===== src/rtl/mac_slice_pkg.sv =====
package mac_slice_pkg;

    localparam int CO_W = 4;

    typedef enum logic [1:0] {
        XS_ZERO = 2'b00,
        XS_PROD = 2'b01,
        XS_PREG = 2'b10,
        XS_CAT  = 2'b11
    } xsel_e;

    typedef enum logic [1:0] {
        YS_ZERO = 2'b00,
        YS_PROD = 2'b01,
        YS_RSVD = 2'b10,
        YS_C    = 2'b11
    } ysel_e;

    typedef enum logic [2:0] {
        ZS_ZERO   = 3'b000,
        ZS_PCIN   = 3'b001,
        ZS_PREG   = 3'b010,
        ZS_C      = 3'b011,
        ZS_RSVD4  = 3'b100,
        ZS_PCIN_S = 3'b101,
        ZS_PREG_S = 3'b110,
        ZS_RSVD7  = 3'b111
    } zsel_e;

    localparam logic [3:0] FN_ADD    = 4'b0000;
    localparam logic [3:0] FN_NZADD  = 4'b0001;
    localparam logic [3:0] FN_NOTSUM = 4'b0010;
    localparam logic [3:0] FN_SUB    = 4'b0011;

endpackage


===== src/rtl/mac_operand_mux.sv =====
module mac_operand_mux
    import mac_slice_pkg::*;
#(
    parameter int DW    = 48,
    parameter int AW    = 25,
    parameter int BW    = 18,
    parameter int SHIFT = 17
) (
    input  logic [6:0]    opmode,
    input  logic [AW-1:0] a_in,
    input  logic [BW-1:0] b_in,
    input  logic [DW-1:0] c_in,
    input  logic [DW-1:0] pcin,
    input  logic [DW-1:0] preg,
    output logic [DW-1:0] x_op,
    output logic [DW-1:0] y_op,
    output logic [DW-1:0] z_op
);
    localparam int PW = AW + BW;

    xsel_e xsel;
    ysel_e ysel;
    zsel_e zsel;

    logic signed [PW-1:0] prod;
    logic [DW-1:0] prod_ext;
    logic [DW-1:0] cat_ext;
    logic [DW-1:0] pcin_sh;
    logic [DW-1:0] preg_sh;
    logic          prod_ok;

    assign xsel = xsel_e'(opmode[1:0]);
    assign ysel = ysel_e'(opmode[3:2]);
    assign zsel = zsel_e'(opmode[6:4]);

    assign prod     = $signed(a_in) * $signed(b_in);
    assign prod_ext = {{(DW-PW){prod[PW-1]}}, prod};
    assign cat_ext  = {{(DW-PW){1'b0}}, a_in, b_in};
    assign pcin_sh  = DW'($signed(pcin) >>> SHIFT);
    assign preg_sh  = DW'($signed(preg) >>> SHIFT);
    assign prod_ok  = (xsel == XS_PROD) && (ysel == YS_PROD);

    always_comb begin
        unique case (xsel)
            XS_ZERO: x_op = '0;
            XS_PROD: x_op = prod_ok ? prod_ext : '0;
            XS_PREG: x_op = preg;
            XS_CAT:  x_op = cat_ext;
            default: x_op = '0;
        endcase
    end

    always_comb begin
        unique case (ysel)
            YS_C:    y_op = c_in;
            default: y_op = '0;
        endcase
    end

    always_comb begin
        unique case (zsel)
            ZS_PCIN:   z_op = pcin;
            ZS_PREG:   z_op = preg;
            ZS_C:      z_op = c_in;
            ZS_PCIN_S: z_op = pcin_sh;
            ZS_PREG_S: z_op = preg_sh;
            default:   z_op = '0;
        endcase
    end

endmodule


===== src/rtl/mac_lane_alu.sv =====
module mac_lane_alu
    import mac_slice_pkg::*;
#(
    parameter int DW    = 48,
    parameter int LANES = 1
) (
    input  logic [DW-1:0]   x_op,
    input  logic [DW-1:0]   y_op,
    input  logic [DW-1:0]   z_op,
    input  logic            carry_in,
    input  logic [3:0]      alumode,
    input  logic            y_hi,
    output logic [DW-1:0]   result,
    output logic [CO_W-1:0] carry_vec
);
    localparam int LW      = DW / LANES;
    localparam int CO_STEP = CO_W / LANES;

    logic            inv_z;
    logic            inv_out;
    logic            is_add;
    logic [DW-1:0]   arith_res;
    logic [DW-1:0]   logic_res;
    logic [LANES-1:0] lane_co;

    assign inv_z   = (alumode == FN_SUB) || (alumode == FN_NZADD);
    assign inv_out = (alumode == FN_SUB) || (alumode == FN_NOTSUM);
    assign is_add  = (alumode == FN_ADD);

    for (genvar g = 0; g < LANES; g++) begin : g_lane
        logic [LW-1:0] zl;
        logic [LW+1:0] sum;
        logic          lane_cin;

        assign lane_cin = (g == 0) ? carry_in : 1'b0;
        assign zl  = inv_z ? ~z_op[g*LW +: LW] : z_op[g*LW +: LW];
        assign sum = {2'b00, zl} + {2'b00, x_op[g*LW +: LW]}
                   + {2'b00, y_op[g*LW +: LW]} + {{(LW+1){1'b0}}, lane_cin};
        assign arith_res[g*LW +: LW] = inv_out ? ~sum[LW-1:0] : sum[LW-1:0];
        assign lane_co[g] = sum[LW];
    end

    always_comb begin
        carry_vec = '0;
        for (int k = 0; k < LANES; k++) begin
            carry_vec[(k+1)*CO_STEP-1] = lane_co[k] & is_add;
        end
    end

    always_comb begin
        if (!y_hi) begin
            case (alumode)
                4'b0100, 4'b0111: logic_res = x_op ^ z_op;
                4'b0101, 4'b0110: logic_res = ~(x_op ^ z_op);
                4'b1100:          logic_res = x_op & z_op;
                4'b1101:          logic_res = x_op & ~z_op;
                4'b1110:          logic_res = ~(x_op & z_op);
                4'b1111:          logic_res = ~x_op | z_op;
                default:          logic_res = '0;
            endcase
        end else begin
            case (alumode)
                4'b0100, 4'b0111: logic_res = ~(x_op ^ z_op);
                4'b0101, 4'b0110: logic_res = x_op ^ z_op;
                4'b1100:          logic_res = x_op | z_op;
                4'b1101:          logic_res = x_op | ~z_op;
                4'b1110:          logic_res = ~(x_op | z_op);
                4'b1111:          logic_res = ~x_op & z_op;
                default:          logic_res = '0;
            endcase
        end
    end

    always_comb begin
        if (alumode[2])                result = logic_res;
        else if (alumode[3:2] == 2'b00) result = arith_res;
        else                           result = '0;
    end

endmodule


===== src/rtl/mac_pattern_match.sv =====
module mac_pattern_match #(
    parameter int          DW            = 48,
    parameter bit          USE_C_PATTERN = 1'b0,
    parameter logic [47:0] PATTERN       = 48'h0,
    parameter logic [47:0] MASK          = 48'h0
) (
    input  logic [DW-1:0] result,
    input  logic [DW-1:0] c_in,
    output logic          hit
);
    logic [DW-1:0] pat;
    logic [DW-1:0] care;

    if (USE_C_PATTERN) begin : g_pat_c
        assign pat = c_in;
    end else begin : g_pat_k
        assign pat = DW'(PATTERN);
    end

    assign care = ~DW'(MASK);
    assign hit  = ((result ^ pat) & care) == '0;

endmodule


===== src/rtl/mac_alu_slice.sv =====
module mac_alu_slice
    import mac_slice_pkg::*;
#(
    parameter int          DW            = 48,
    parameter int          AW            = 25,
    parameter int          BW            = 18,
    parameter int          LANES         = 1,
    parameter int          SHIFT         = 17,
    parameter bit          USE_C_PATTERN = 1'b0,
    parameter logic [47:0] PATTERN       = 48'h0,
    parameter logic [47:0] MASK          = 48'h0
) (
    input  logic            clk,
    input  logic            rst_n,
    input  logic [6:0]      opmode,
    input  logic [3:0]      alumode,
    input  logic            carry_in,
    input  logic [AW-1:0]   a_in,
    input  logic [BW-1:0]   b_in,
    input  logic [DW-1:0]   c_in,
    input  logic [DW-1:0]   pcin,
    output logic [DW-1:0]   p,
    output logic [DW-1:0]   pcout,
    output logic [CO_W-1:0] carryout,
    output logic            pattern_hit
);
    logic [DW-1:0]   x_op;
    logic [DW-1:0]   y_op;
    logic [DW-1:0]   z_op;
    logic [DW-1:0]   res_d;
    logic [CO_W-1:0] co_d;
    logic            hit_d;

    logic [DW-1:0]   p_q;
    logic [CO_W-1:0] co_q;
    logic            hit_q;

    mac_operand_mux #(
        .DW(DW), .AW(AW), .BW(BW), .SHIFT(SHIFT)
    ) u_mux (
        .opmode (opmode),
        .a_in   (a_in),
        .b_in   (b_in),
        .c_in   (c_in),
        .pcin   (pcin),
        .preg   (p_q),
        .x_op   (x_op),
        .y_op   (y_op),
        .z_op   (z_op)
    );

    mac_lane_alu #(
        .DW(DW), .LANES(LANES)
    ) u_alu (
        .x_op      (x_op),
        .y_op      (y_op),
        .z_op      (z_op),
        .carry_in  (carry_in),
        .alumode   (alumode),
        .y_hi      (opmode[3]),
        .result    (res_d),
        .carry_vec (co_d)
    );

    mac_pattern_match #(
        .DW(DW), .USE_C_PATTERN(USE_C_PATTERN), .PATTERN(PATTERN), .MASK(MASK)
    ) u_pat (
        .result (res_d),
        .c_in   (c_in),
        .hit    (hit_d)
    );

    always_ff @(posedge clk or negedge rst_n) begin
        if (!rst_n) begin
            p_q   <= '0;
            co_q  <= '0;
            hit_q <= 1'b0;
        end else begin
            p_q   <= res_d;
            co_q  <= co_d;
            hit_q <= hit_d;
        end
    end

    assign p           = p_q;
    assign pcout       = p_q;
    assign carryout    = co_q;
    assign pattern_hit = hit_q;


    reset_clear_chk: assert property (@(posedge clk)
        $rose(rst_n) |-> (p == '0 && carryout == '0 && !pattern_hit));


    logic_no_carry_chk: assert property (@(posedge clk) disable iff (!rst_n)
        alumode[2] |=> carryout == '0);


    hold_feedback_chk: assert property (@(posedge clk) disable iff (!rst_n)
        (opmode == 7'b0100000 && alumode == 4'b0000 && !carry_in) |=> $stable(p));


    xor_self_chk: assert property (@(posedge clk) disable iff (!rst_n)
        (opmode == 7'b0100010 && alumode == 4'b0100) |=> p == '0);


    lone_product_chk: assert property (@(posedge clk) disable iff (!rst_n)
        (opmode == 7'b0000001 && alumode == 4'b0000 && !carry_in) |=> p == '0);

endmodule


===== config.mk =====
export PLATFORM = sky130hd
export DESIGN_NAME = mac_alu_slice
export DESIGN_NICKNAME = d
export VERILOG_FILES = /design/src/rtl/mac_slice_pkg.sv /design/src/rtl/mac_operand_mux.sv /design/src/rtl/mac_lane_alu.sv /design/src/rtl/mac_pattern_match.sv /design/src/rtl/mac_alu_slice.sv
export SDC_FILE = /design/constraint.sdc
export NUM_CORES = 2
export LEC_CHECK = 0
export BUFFER_PORTS_ARGS = -buffer_cell sky130_fd_sc_hd__buf_4
export CORE_AREA = 4 4 370 372
export CTS_CLUSTER_DIAMETER = 40
export DETAILED_ROUTE_END_ITERATION = 7
export DIE_AREA = 0 0 374 376
export PLACE_DENSITY_LB_ADDON = 0.08
export SYNTH_ARGS = -nofsm -noshare
export SYNTH_HDL_FRONTEND = slang
export SYNTH_SLANG_ARGS = --single-unit

===== constraint.sdc =====
create_clock -name clk -period 5.9 [get_ports clk]
set_clock_uncertainty 0.15 [all_clocks]
set_input_delay 0.885 -clock clk [delete_from_list [all_inputs] [get_ports clk]]
set_output_delay 0.885 -clock clk [all_outputs]
set_load 0.02 [all_outputs]

==> qor.yml <==
fmax_mhz: 99.5
clock-sinks: 50
fp.dieW_um: 374
syn2layout_area_growth_pct: 39.9
grtUsageTotal: 0.218
clk_latency_ns: 0.35
status: "finished, violations left"
synth_cell_types: 80
ctsHoldBuffers: 0
yosys_warnings: 0
synth_seq_cells: 50
hp-class: "input pin to async pin"
first_pass_iters: 5
wl_um: 155000
worst_pin_slew_ns: 0.945
antenna_found_initial: 10
min_period_over_period: 1.70
regToRegEndpoint: "pattern_hit$_DFF_PN0_"
path_clk_slew_ns: 0.08
dp_hpwl_um: 131000
core_area_mm2: 0.133
final_common_cell: "buf_4"
drv_cap: 0
cp.arrival_ns: 10.17
io_pins: 254
final_cells: 6728
routed_via_density: 4.69
nFillCells: 14000
final_max_slew_viol_count: 0
numCtsBuffers: 5
place_inst: 6634
crit_path_end: "pattern_hit$_DFF_PN0_"
reg2regPathDepth: 22
slew_headroom: 0.370
cp-start-kind: "input pin"
rr_startpoint: "p[0]$_DFF_PN0_"
io_buffers: 250
worstPathRequired_ns: 6.02
worst_slack_ns: -4.15
ys.flop_type: "dfrtp_1"
min_period_ns: 10.05
grt_pass1_wl_um: 230000
crit_type: "input pin to flip-flop"
fin_nets: 5939
design_area_mm2: 0.0466
syn_area_per_cell_um2: 8.20
dieArea_mm2: 0.141
hold_viol: 0
setup_violations: 44
placedInstanceArea_mm2: 0.0432
dr_total_vias: 31500
final_cell_mix: "buf_4 (1062), inv_1 (682), fa_1 (476), nand2_1 (402), ha_1 (302)"
antenna_left: 0
detail_route.wl_per_cell_um: 23.0
reg2reg_slack_ns: -0.38
row_count: 134
ys_seq_area_frac: 0.0376
drc: 0
max_stage_delay_ns: 0.58
place.gp.congestion: 0.906
die_h_um: 376
synthCells: 4062
initial_core_util: 0.250
preCtsSetupSlack_ns: -4.91
crit_path_frequent_cell: "fa_1"
drive_above_1_share: 0.348
cp_max_fo: 7
rsz0062_at_grt: "true"
slowest_stage: "fa_1"
grt_pass1_vias: 33100
drt_iter0_markers: 1815
end_kind: "flip-flop"
async_reset_ff_frac: 1.00
grt_max_degree: 71
syn_area_mm2: 0.0333
clockRootBuffer: "clkbuf_16"
startpoint: "a_in[7]"
clk_path_buf_depth: 2
cts_tree: "done"
violations: "setup timing"
final_util: 0.349
synth-edff-count: 0
h-tree-depth: 2
grt_remaining_overflow: 0
==> synthesized netlist by cell type (all sizes together) (24+ instances only) <==
cell type	n	area (µm²)
nand3	30	150
dfrtp	50	1250
a221oi	45	394
o21ai	129	646
ha	347	4340
a21o	65	488
nor2b	34	213
mux2	91	1020
mux2i	42	420
nand4	24	150
fa	490	9810
nand2b	39	244
nor2	123	462
a21oi	183	916
o211ai	38	285
clkbuf	194	728
nand2	439	1650
a22oi	87	653
o22ai	32	200
nor3	29	145
xor2	73	658
inv	720	2700
and2	154	963
a211oi	27	203
buf	117	696
xnor2	177	1550
==> per-layer routing <==
| layer | part of all wire | vias up | track usage | wire [µm] |
|---|---|---|---|---|
| li1 | - | 14900 | - | - |
| met1 | 0.50 | 15900 | 0.327 | 77200 |
| met2 | 0.44 | 682 | 0.339 | 67700 |
| met3 | 0.046 | 87 | 0.0255 | 7080 |
| met4 | 0.017 | 0 | 0.0373 | 2710 |
| met5 | 0 | - | 0 | 0 |
==> worst max-delay path: cells and delay by family <==
kind | cells | cell delay, ns
and+or+nand+nor | 12 | 2.69
xor gates and xnor gates | 1 | 0.20
adders and majority gates | 9 | 4.14
AOI/OAI and AO/OA | 9 | 1.67
buffers and inverters | 7 | 0.54
==> how the worst min path moves through the flow <==
stage / end / cells past startpoint
after CTS: p[44]$_DFF_PN0_ / 1
final: p[41]$_DFF_PN0_ / 1
after detailed placement: p[44]$_DFF_PN0_ / 1
after floorplan: carryout[3]$_DFF_PN0_ / 0
after global placement: p[44]$_DFF_PN0_ / 1
after global routing: p[44]$_DFF_PN0_ / 1
==> layout make-up <==
type | count | area (µm²) | area share
antenna | 10 | 25.0 | 0.000537
timing repair buffer | 1189 | 9810 | 0.211
clock buffer | 6 | 129 | 0.00277
multi-input combinational | 2980 | 30400 | 0.652
tap | 1768 | 2210 | 0.0475
clock inverter | 2 | 37.5 | 0.000806
sequential | 50 | 1250 | 0.0269
inverter | 723 | 2720 | 0.0584
==> cells by family (layout without fill, tap and decap cells) <==
group | count (synthesis) | count (layout) | share of synthesized area
AOI/OAI and AO/OA | 799 | 799 | 0.162
xor gates and xnor gates | 251 | 251 | 0.0670
adders and majority gates | 837 | 837 | 0.425
buffers and inverters | 1034 | 1920 | 0.124
DFF | 50 | 50 | 0.0376
muxes | 140 | 140 | 0.0481
other | 1 | 13 | 0.000113
and+or+nand+nor | 950 | 950 | 0.136
==> flip-flops by register name (all words and copies together) (netlist names) <==
signal and cells:
p 48, carryout 1, pattern_hit 1
==> through the flow <==
stage / TNS (ns) / hold WS [ns]
4_1_cts: -117.01 / 0.563
3_3_place_gp: -143.24 / 0.921
3_5_place_dp: -141.13 / 0.932
5_1_grt: -128.04 / 0.586
2_1_floorplan: -97.44 / 0.439
6_report: -117.06 / 0.518
==> what timing repair did <==
action	in CTS	in global routing
pin swaps	168	127
buffers inserted	62	44
gates cloned	0	0
setup endpoints to repair	44	45
resized for setup	384	192
hold endpoints to repair	0	0
Power is not shown: default switching activity piles up to over one toggle a cycle in this logic, so the estimate is an artifact.
